**src/rtl/keyed_wdog_pkg.sv**
```systemverilog
package keyed_wdog_pkg;
  localparam int DATA_W    = 32;
  localparam int KEY_W     = 8;
  localparam int PAYLOAD_W = DATA_W - KEY_W;

  typedef enum logic [1:0] {
    SEL_NONE,
    SEL_CTRL,
    SEL_STAT,
    SEL_COUNT
  } regSel_t;

  // strobes from control to datapath, one cycle each
  typedef struct packed {
    logic loadCount;
    logic writeCtrl;
    logic writeStat;
    logic decrement;
    logic expire;
  } wdogStrobe_t;
endpackage

```
**src/rtl/keyed_wdog_ctl.sv**
```systemverilog
module keyed_wdog_ctl
  import keyed_wdog_pkg::*;
#(
  parameter int                ADDR_W   = 8,
  parameter logic [KEY_W-1:0]  KEY      = 8'h5A,
  parameter logic [ADDR_W-1:0] CTRL_OFS = 'h1C,
  parameter logic [ADDR_W-1:0] STAT_OFS = 'h20,
  parameter logic [ADDR_W-1:0] CNT_OFS  = 'h24
) (
  input  logic              clk,
  input  logic              rst_n,
  input  logic [ADDR_W-1:0] busAddr,
  input  logic              busWrEn,
  input  logic [KEY_W-1:0]  busKey,
  input  logic              tickEn,
  input  logic              running,
  input  logic              countLow,
  output regSel_t           rdSel,
  output wdogStrobe_t       strb
);
  logic keyOk;
  logic tickLive;

  always_comb begin
    if (busAddr == CTRL_OFS)      rdSel = SEL_CTRL;
    else if (busAddr == STAT_OFS) rdSel = SEL_STAT;
    else if (busAddr == CNT_OFS)  rdSel = SEL_COUNT;
    else                          rdSel = SEL_NONE;
  end

  assign keyOk    = busWrEn && (busKey == KEY);
  assign tickLive = running && tickEn;

  always_comb begin
    strb           = '0;
    strb.loadCount = keyOk && (rdSel == SEL_COUNT);
    strb.writeCtrl = keyOk && (rdSel == SEL_CTRL);
    strb.writeStat = keyOk && (rdSel == SEL_STAT);
    // a ping in the same cycle cancels both the decrement and the expiry
    strb.expire    = tickLive && countLow && !strb.loadCount;
    strb.decrement = tickLive && !countLow && !strb.loadCount;
  end

  assert_key_gate_R1 : assert property (@(posedge clk) disable iff (!rst_n)
    (busWrEn && busKey != KEY) |-> !(strb.loadCount || strb.writeCtrl || strb.writeStat));

  assert_ping_wins_R11 : assert property (@(posedge clk) disable iff (!rst_n)
    strb.loadCount |-> (!strb.expire && !strb.decrement));

  assert_tick_idle_R4 : assert property (@(posedge clk) disable iff (!rst_n)
    !tickEn |-> (!strb.decrement && !strb.expire));
endmodule

```
**src/rtl/keyed_wdog_dp.sv**
```systemverilog
module keyed_wdog_dp
  import keyed_wdog_pkg::*;
#(
  parameter int                   CNT_W        = 20,
  parameter int                   CFG_LO       = 4,
  parameter logic [PAYLOAD_W-1:0] STAT_WR_MASK = 24'h555,
  parameter int                   CAUSE_BIT    = 5
) (
  input  logic                 clk,
  input  logic                 rst_n,
  input  wdogStrobe_t          strb,
  input  regSel_t              rdSel,
  input  logic [PAYLOAD_W-1:0] payload,
  output logic                 running,
  output logic                 countLow,
  output logic [DATA_W-1:0]    rdData,
  output logic                 rstReq
);
  localparam int                   RUN_BIT  = CFG_LO + 1;
  localparam logic [PAYLOAD_W-1:0] CFG_MASK = PAYLOAD_W'(3) << CFG_LO;

  logic [PAYLOAD_W-1:0] ctrlQ;
  logic [PAYLOAD_W-1:0] statQ;
  logic [PAYLOAD_W-1:0] statNext;
  logic [CNT_W-1:0]     cntQ;
  logic                 reqQ;

  always_ff @(posedge clk or negedge rst_n) begin
    if (!rst_n)              ctrlQ <= '0;
    else if (strb.writeCtrl) ctrlQ <= payload;
    else if (strb.expire)    ctrlQ <= ctrlQ & ~CFG_MASK;
  end

  always_ff @(posedge clk or negedge rst_n) begin
    if (!rst_n)              cntQ <= '0;
    else if (strb.loadCount) cntQ <= payload[CNT_W-1:0];
    else if (strb.expire)    cntQ <= '0;
    else if (strb.decrement) cntQ <= cntQ - CNT_W'(1);
  end

  always_ff @(posedge clk or negedge rst_n) begin
    if (!rst_n) reqQ <= 1'b0;
    else        reqQ <= strb.expire;
  end

  // per-bit status behaviour chosen from the mask and the cause position
  for (genvar b = 0; b < PAYLOAD_W; b++) begin : g_stat
    if (STAT_WR_MASK[b]) begin : g_soft
      assign statNext[b] = strb.writeStat ? payload[b] : statQ[b];
    end else if (b == CAUSE_BIT) begin : g_cause
      assign statNext[b] = strb.expire ? 1'b1
                         : (strb.writeStat && payload[b]) ? 1'b0 : statQ[b];
    end else begin : g_fixed
      assign statNext[b] = 1'b0;
    end
  end

  always_ff @(posedge clk or negedge rst_n) begin
    if (!rst_n) statQ <= '0;
    else        statQ <= statNext;
  end

  assign running  = ctrlQ[RUN_BIT];
  assign countLow = (cntQ[CNT_W-1:1] == '0);
  assign rstReq   = reqQ;

  always_comb begin
    case (rdSel)
      SEL_CTRL:  rdData = {{KEY_W{1'b0}}, ctrlQ};
      SEL_STAT:  rdData = {{KEY_W{1'b0}}, statQ};
      SEL_COUNT: rdData = DATA_W'(cntQ);
      default:   rdData = '0;
    endcase
  end

  assert_count_dec_R4 : assert property (@(posedge clk) disable iff (!rst_n)
    strb.decrement |=> (cntQ == $past(cntQ) - CNT_W'(1)));

  assert_count_hold_R4 : assert property (@(posedge clk) disable iff (!rst_n)
    (!strb.loadCount && !strb.decrement && !strb.expire) |=> $stable(cntQ));

  assert_expire_clear_R7 : assert property (@(posedge clk) disable iff (!rst_n)
    (strb.expire && !strb.writeCtrl) |=> (!running && rstReq && cntQ == '0));

  assert_expire_cause_R10 : assert property (@(posedge clk) disable iff (!rst_n)
    strb.expire |=> statQ[CAUSE_BIT]);

  assert_stat_hold_R9 : assert property (@(posedge clk) disable iff (!rst_n)
    (!strb.writeStat && !strb.expire) |=> $stable(statQ));
endmodule

```
**src/rtl/keyed_wdog_ctrl.sv**
```systemverilog
module keyed_wdog_ctrl
  import keyed_wdog_pkg::*;
#(
  parameter int                   ADDR_W       = 8,
  parameter int                   CNT_W        = 20,
  parameter logic [KEY_W-1:0]     KEY          = 8'h5A,
  parameter logic [ADDR_W-1:0]    CTRL_OFS     = 'h1C,
  parameter logic [ADDR_W-1:0]    STAT_OFS     = 'h20,
  parameter logic [ADDR_W-1:0]    CNT_OFS      = 'h24,
  parameter int                   CFG_LO       = 4,
  parameter logic [PAYLOAD_W-1:0] STAT_WR_MASK = 24'h555,
  parameter int                   CAUSE_BIT    = 5
) (
  input  logic              clk,
  input  logic              rst_n,
  input  logic [ADDR_W-1:0] busAddr,
  input  logic              busWrEn,
  input  logic [DATA_W-1:0] busWrData,
  output logic [DATA_W-1:0] busRdData,
  input  logic              tickEn,
  output logic              rstReq
);
  regSel_t     rdSel;
  wdogStrobe_t strb;
  logic        running;
  logic        countLow;

  keyed_wdog_ctl #(
    .ADDR_W  (ADDR_W),
    .KEY     (KEY),
    .CTRL_OFS(CTRL_OFS),
    .STAT_OFS(STAT_OFS),
    .CNT_OFS (CNT_OFS)
  ) u_ctl (
    .clk     (clk),
    .rst_n   (rst_n),
    .busAddr (busAddr),
    .busWrEn (busWrEn),
    .busKey  (busWrData[DATA_W-1:PAYLOAD_W]),
    .tickEn  (tickEn),
    .running (running),
    .countLow(countLow),
    .rdSel   (rdSel),
    .strb    (strb)
  );

  keyed_wdog_dp #(
    .CNT_W       (CNT_W),
    .CFG_LO      (CFG_LO),
    .STAT_WR_MASK(STAT_WR_MASK),
    .CAUSE_BIT   (CAUSE_BIT)
  ) u_dp (
    .clk     (clk),
    .rst_n   (rst_n),
    .strb    (strb),
    .rdSel   (rdSel),
    .payload (busWrData[PAYLOAD_W-1:0]),
    .running (running),
    .countLow(countLow),
    .rdData  (busRdData),
    .rstReq  (rstReq)
  );
endmodule

```
**config.mk**
```make
export PLATFORM = sky130hd
export DESIGN_NAME = keyed_wdog_ctrl
export DESIGN_NICKNAME = d
export VERILOG_FILES = /design/src/rtl/keyed_wdog_pkg.sv /design/src/rtl/keyed_wdog_ctl.sv /design/src/rtl/keyed_wdog_dp.sv /design/src/rtl/keyed_wdog_ctrl.sv
export SDC_FILE = /design/constraint.sdc
export NUM_CORES = 1
export LEC_CHECK = 0
export ABC_AREA = 1
export BUFFER_PORTS_ARGS = -buffer_cell sky130_fd_sc_hd__buf_2
export CAP_MARGIN = 40
export CORE_MARGIN = 8
export CORE_UTILIZATION = 51
export CTS_BUF_LIST = sky130_fd_sc_hd__clkbuf_4
export CTS_CLUSTER_DIAMETER = 80
export DETAILED_ROUTE_END_ITERATION = 10
export PLACE_DENSITY = 0.81
export SLEW_MARGIN = 20
export SYNTH_ARGS = -nofsm -noshare
export SYNTH_HDL_FRONTEND = slang
export SYNTH_SLANG_ARGS = --single-unit
```
**constraint.sdc**
```tcl
create_clock -name clk -period 1.3 [get_ports clk]
set_input_delay 0.195 -clock clk [delete_from_list [all_inputs] [get_ports clk]]
set_output_delay 0.195 -clock clk [all_outputs]
set_load 0.03 [all_outputs]
```
After elaboration in Yosys (flattened, before gate mapping)
Cells that the tools add are included.

word-level totals
  register bits after elaboration = 52
  bits of input ports = 44
  output and inout bits = 33
  word-level logic and storage cells = 41

operators by class
  add/sub/neg operators = 1
  equality and inequality tests = 7
  mux-type cells = 11
  reductions and logical operators = 16

operator list
  kind                                                                  count
  24-bit case mux with 3 select lines                                   1
  20-bit 2-to-1 mux                                                     3
  24-bit 2-to-1 mux                                                     1
  20-bit by 1-bit subtractor with 20-bit output, second input constant  1
  19-bit zero test                                                      1
  8-bit by 6-bit == test with 1-bit output, second input constant       2
  1-bit logical AND                                                     10
  8-bit by 5-bit == test with 1-bit output, second input constant       1
  8-bit by 7-bit == test with 1-bit output, second input constant       1
  2-bit 2-to-1 mux                                                      3
  6-bit 2-to-1 mux                                                      1
  2-bit == test, second input constant                                  2
  2-bit nonzero test                                                    2
  3-bit nonzero test                                                    1
  2-bit by 1-bit == test with 1-bit output, second input constant       1
  1-bit zero test                                                       2
  1-bit 2-to-1 mux                                                      2

Logic depth before layout (Yosys ltp)
  depth after elaboration = 11
  depth in mapped cells = 11
  depth with buffers taken out = 10

Hierarchy
From an unflattened synthesis, not the netlist that was laid out.

second synthesis, totals
  cell total of the unflattened synthesis = 424
  area total of the unflattened synthesis = 3229.3 um2

modules (own cells, without submodules)
  module          times used  cells each  area each (um2)  seq. area each (um2)
  keyed_wdog_dp   1           376         3009.1           1301.2
  keyed_wdog_ctl  1           48          220.2            0.0

Least setup slack after synthesis
No wires, ideal clock.

  kind = input port to output port
  start = input busAddr[3]
  end = output busRdData[13]
  arrival = 1513 ps
  required time = 1105 ps
  setup slack = -408 ps
  cell stages on the path = 7
  buffers on the path = 2
  cells stage by stage = inv_1 > nand2_1 > nor2_1 > nand2_1 > buf_4 > buf_1 > o21ai_0

between the ends
  word-level cells in the longest chain between the ends = 6
  elaborated cells between the ends (all ways) = 10
  those cells by class = 6 x eq/ne; 4 x mux

ends and longest elaborated chain
  item                                                                              line                   text
  from (decl)                                                                       keyed_wdog_ctrl.sv:16  input logic [ADDR_W-1:0] busAddr,
  8-bit by 6-bit == test with 1-bit output                                          keyed_wdog_ctl.sv:27   else if (busAddr == CNT_OFS) rdSel = SEL_COUNT;
  2-bit 2-to-1 mux                                                                  keyed_wdog_ctl.sv:27
  2-bit 2-to-1 mux                                                                  keyed_wdog_ctl.sv:26   else if (busAddr == STAT_OFS) rdSel = SEL_STAT;
  2-bit 2-to-1 mux (*)                                                              keyed_wdog_ctl.sv:25   if (busAddr == CTRL_OFS) rdSel = SEL_CTRL;
  2-bit == test / 2-bit by 1-bit == test with 1-bit output (equally long branches)  keyed_wdog_dp.sv:68    case (rdSel)
  24-bit case mux with 3 select lines (*)                                           keyed_wdog_dp.sv:68
  to (decl)                                                                         keyed_wdog_ctrl.sv:19  output logic [DATA_W-1:0] busRdData,

Every way passes the cells marked *; elsewhere a longest branch is shown, timed or not.

Worst setup path after layout
  start = register u_dp.cntQ[15]
  end = register u_dp.cntQ[16]

between the ends
  word-level cells in the longest chain between the ends = 5
  elaborated cells between the ends (all ways) = 11
  those cells by class = 1 x add/sub; 3 x mux; 7 x reduce/logical

ends and longest elaborated chain
  item                                                                                                   line                 text
  from (decl)                                                                                            keyed_wdog_dp.sv:25  logic [CNT_W-1:0] cntQ;
  from (signal assigned)                                                                                 keyed_wdog_dp.sv:36  else if (strb.loadCount) cntQ <= payload[CNT_W-1:0];
  from (signal assigned)                                                                                 keyed_wdog_dp.sv:38  else if (strb.decrement) cntQ <= cntQ - CNT_W'(1);
  parallel branches: the longest is 5 deep, another holds 20-bit by 1-bit subtractor with 20-bit output  --

Several ways; the timed one is not identified. The select of a mux whose other input is x is not followed.
A chain may end at the register's enable or synchronous reset.

==> flow_summary.toml <==
[cts]
cts_tree = "built"
cts.reportedPaths.clkPinSlew_ns = 0.17
clock_latency_ns = 0.39
clock_path_buffers = 2
numCtsBuffers = 5
clockRootBuffer = "clkbuf_4"
cts.sinks = 52
htree_levels = 2

[floorplanning]
core_region_area_mm2 = 0.00639
io_pins = 77
initial_utilization = 0.533
fp.dieW_um = 97.7
rows = 29
fp.dieArea_mm2 = 0.00954
fp.dieH_um = 97.7

[critical_path]
critPathCaptureType = "flop"
path_max_fanout = 2
worst_setup_path_start_kind = "flop"
crit_type = "flop to flop"
crit_required_ns = 1.64
worstPathArrival_ns = 2.05

[global_routing]
antenna_found_initial = 0
track_usage = 0.281
overflow = 0
grt_max_degree = 53
grt_pass1_vias = 4610
grt_pass1_wl_mm = 22.3

[run_status]
violations = "negative setup slack"
status = "finished, violations left"

[timing]
fin_ws_ns = -0.406
fmax_ghz = 0.586
rsz0062_at_grt = "yes"
post-route-period-util = 1.31
tns_ns = -14.16
hold_slack_ns = 0.0462
final.min_clock_period_ns = 1.71
maxSlewViolCount = 0
finClkSkew_ns = 0.0137
finalSetupViolCount = 71
finalHoldViolations = 0

[final_layout]
nFillCells = 262
final-seq-area_mm2 = 0.00131
antenna_cells = 0
syn_to_final_growth_pct = 68.5
multi_input_area_mm2 = 0.00213
nets = 738
drive_gt1_frac = 0.478
design_area_mm2 = 0.00573

[place]
io_buffers = 68
post_dp_cell_area_mm2 = 0.00429
hpwl_mm = 7.30
place.gp.congestion = 0.910

[synthesis]
synth_seq_area_share = 0.383
synthTopCellsByArea = "dfrtp_1 (38%), nand2_1 (23%), nand3_1 (9.0%)"
synth_area_leader_cell = "dfrtp_1"
ys_seq_elements = 52
synth_top_area_share = 0.383
postSynthAreaPerCell_um2 = 6.57
syn_inst = 518
ys_types = 26
yosysWarnings = 0
syn_area_mm2 = 0.00340

[pwr]
p_per_area_mw_per_mm2 = 534
peakVddDrop_mv = 0.743
leakagePower_nw = 3.20

[routing]
initialDrtViolationCount = 767
wl_per_cell_um = 23.5
drc_errors = 0
totalWireLength_mm = 18.1
drtPass1Iterations = 6
via_per_inst = 6.43
via_count = 4955
ant_nets = 0

[min_path]
hold_path.class = "primary input to flop"

[run]
cap_violations = 0
## worst max-delay path, stage by stage (launching register included)
cell	delay [ns]
dfrtp_1	0.44
buf_6	0.13
buf_4	0.13
nor2_1	0.24
nand2_1	0.13
nor2_1	0.18
nand2_2	0.08
xor2_1	0.19
nand2_2	0.06
nand2_1	0.07
## placed cells by master, fill, tap and decap left out, drive strengths merged, types with 2 or more instances in the layout
cell type	n
nand2	204
buf	180
inv	67
nand3	63
dfrtp	52
nor2	51
o21ai	22
xor2	13
clkbuf	11
conb	8
o211ai	6
clkinv	6
nand4	4
nor3	2
## worst paths after layout
check	start	end	slack [ns]	cells after the start
worst max register to register	u_dp.cntQ[15]	u_dp.cntQ[16]	-0.41	9
worst min-delay path	busWrData[9]	u_dp.ctrlQ[9]	0.05	3
max in group asynchronous	rst_n	u_dp.cntQ[3]	0.72	3
min in group asynchronous	rst_n	u_dp.cntQ[10]	0.31	3
worst min register to register	u_dp.statQ[4]	u_dp.statQ[4]	0.50	2
worst max-delay path	u_dp.cntQ[15]	u_dp.cntQ[16]	-0.41	9
## cell usage after synthesis, drive strengths merged
master	count
xor2	13
buf	25
nand3	63
clkinv	5
inv	67
o21bai	1
o21ai	22
dfrtp	52
clkbuf	1
nor2	51
o211ai	6
nand2	204
conb	1
nor3	2
ha	1
nand4	4
## flip-flops by register name, summed over array words and instances (netlist names)
register     count
u_dp.cntQ       20
u_dp.statQ       7
u_dp.rstReq      1
u_dp.ctrlQ      24
## metal layers
layer  GRT usage  vias to the layer above  share of wire
li1            -                     1919              -
met1       0.308                     2258           0.32
met2       0.485                      568           0.46
met3      0.0612                      210           0.12
met4       0.172                        0          0.098
met5           0                        -              0
## power breakdown
part / internal, mW / switching [mW]
sequential: 1.62 / 0.00547
combinational: 0.163 / 0.265
clock: 0.425 / 0.580
## cell families (layout without fill, tap and decap cells)
family,count (synthesis),in the layout,share of synthesized area
xor gates and xnor gates,13,13,0.0335
and+or+nand+nor,324,324,0.404
adders and majority gates,1,1,0.00368
buffers and inverters,98,267,0.127
AOI/OAI and AO/OA,29,29,0.0478
other,1,8,0.00110
DFF,52,52,0.383
## metrics by stage
stage	power [mW]	cells	worst slack [ns]	util
3_3_place_gp	1.96	702	-0.183	0.672
4_1_cts	2.94	749	-0.239	0.801
3_5_place_dp	1.97	702	-0.253	0.672
5_1_grt	3.13	771	-0.457	0.897
2_1_floorplan	1.81	525	-0.127	-
6_report	3.06	771	-0.406	0.897
## area by class of cell
type	instances	share of cell area
multi-input combinational	375	0.372
timing repair buffer	187	0.310
sequential	52	0.229
inverter	72	0.0581
tap	77	0.0168
clock buffer	6	0.00786
clock inverter	2	0.00611
## what timing repair did
action                                  CTS  global route
buffers inserted                         35            19
endpoints found under the setup margin   48            56
pin swaps                                34            32
resized for setup                       136           109
gates cloned                              3             5
hold endpoints to repair                 52             0
hold buffers                              1             0
No activity file was read; power rests on OpenSTA's default activity.
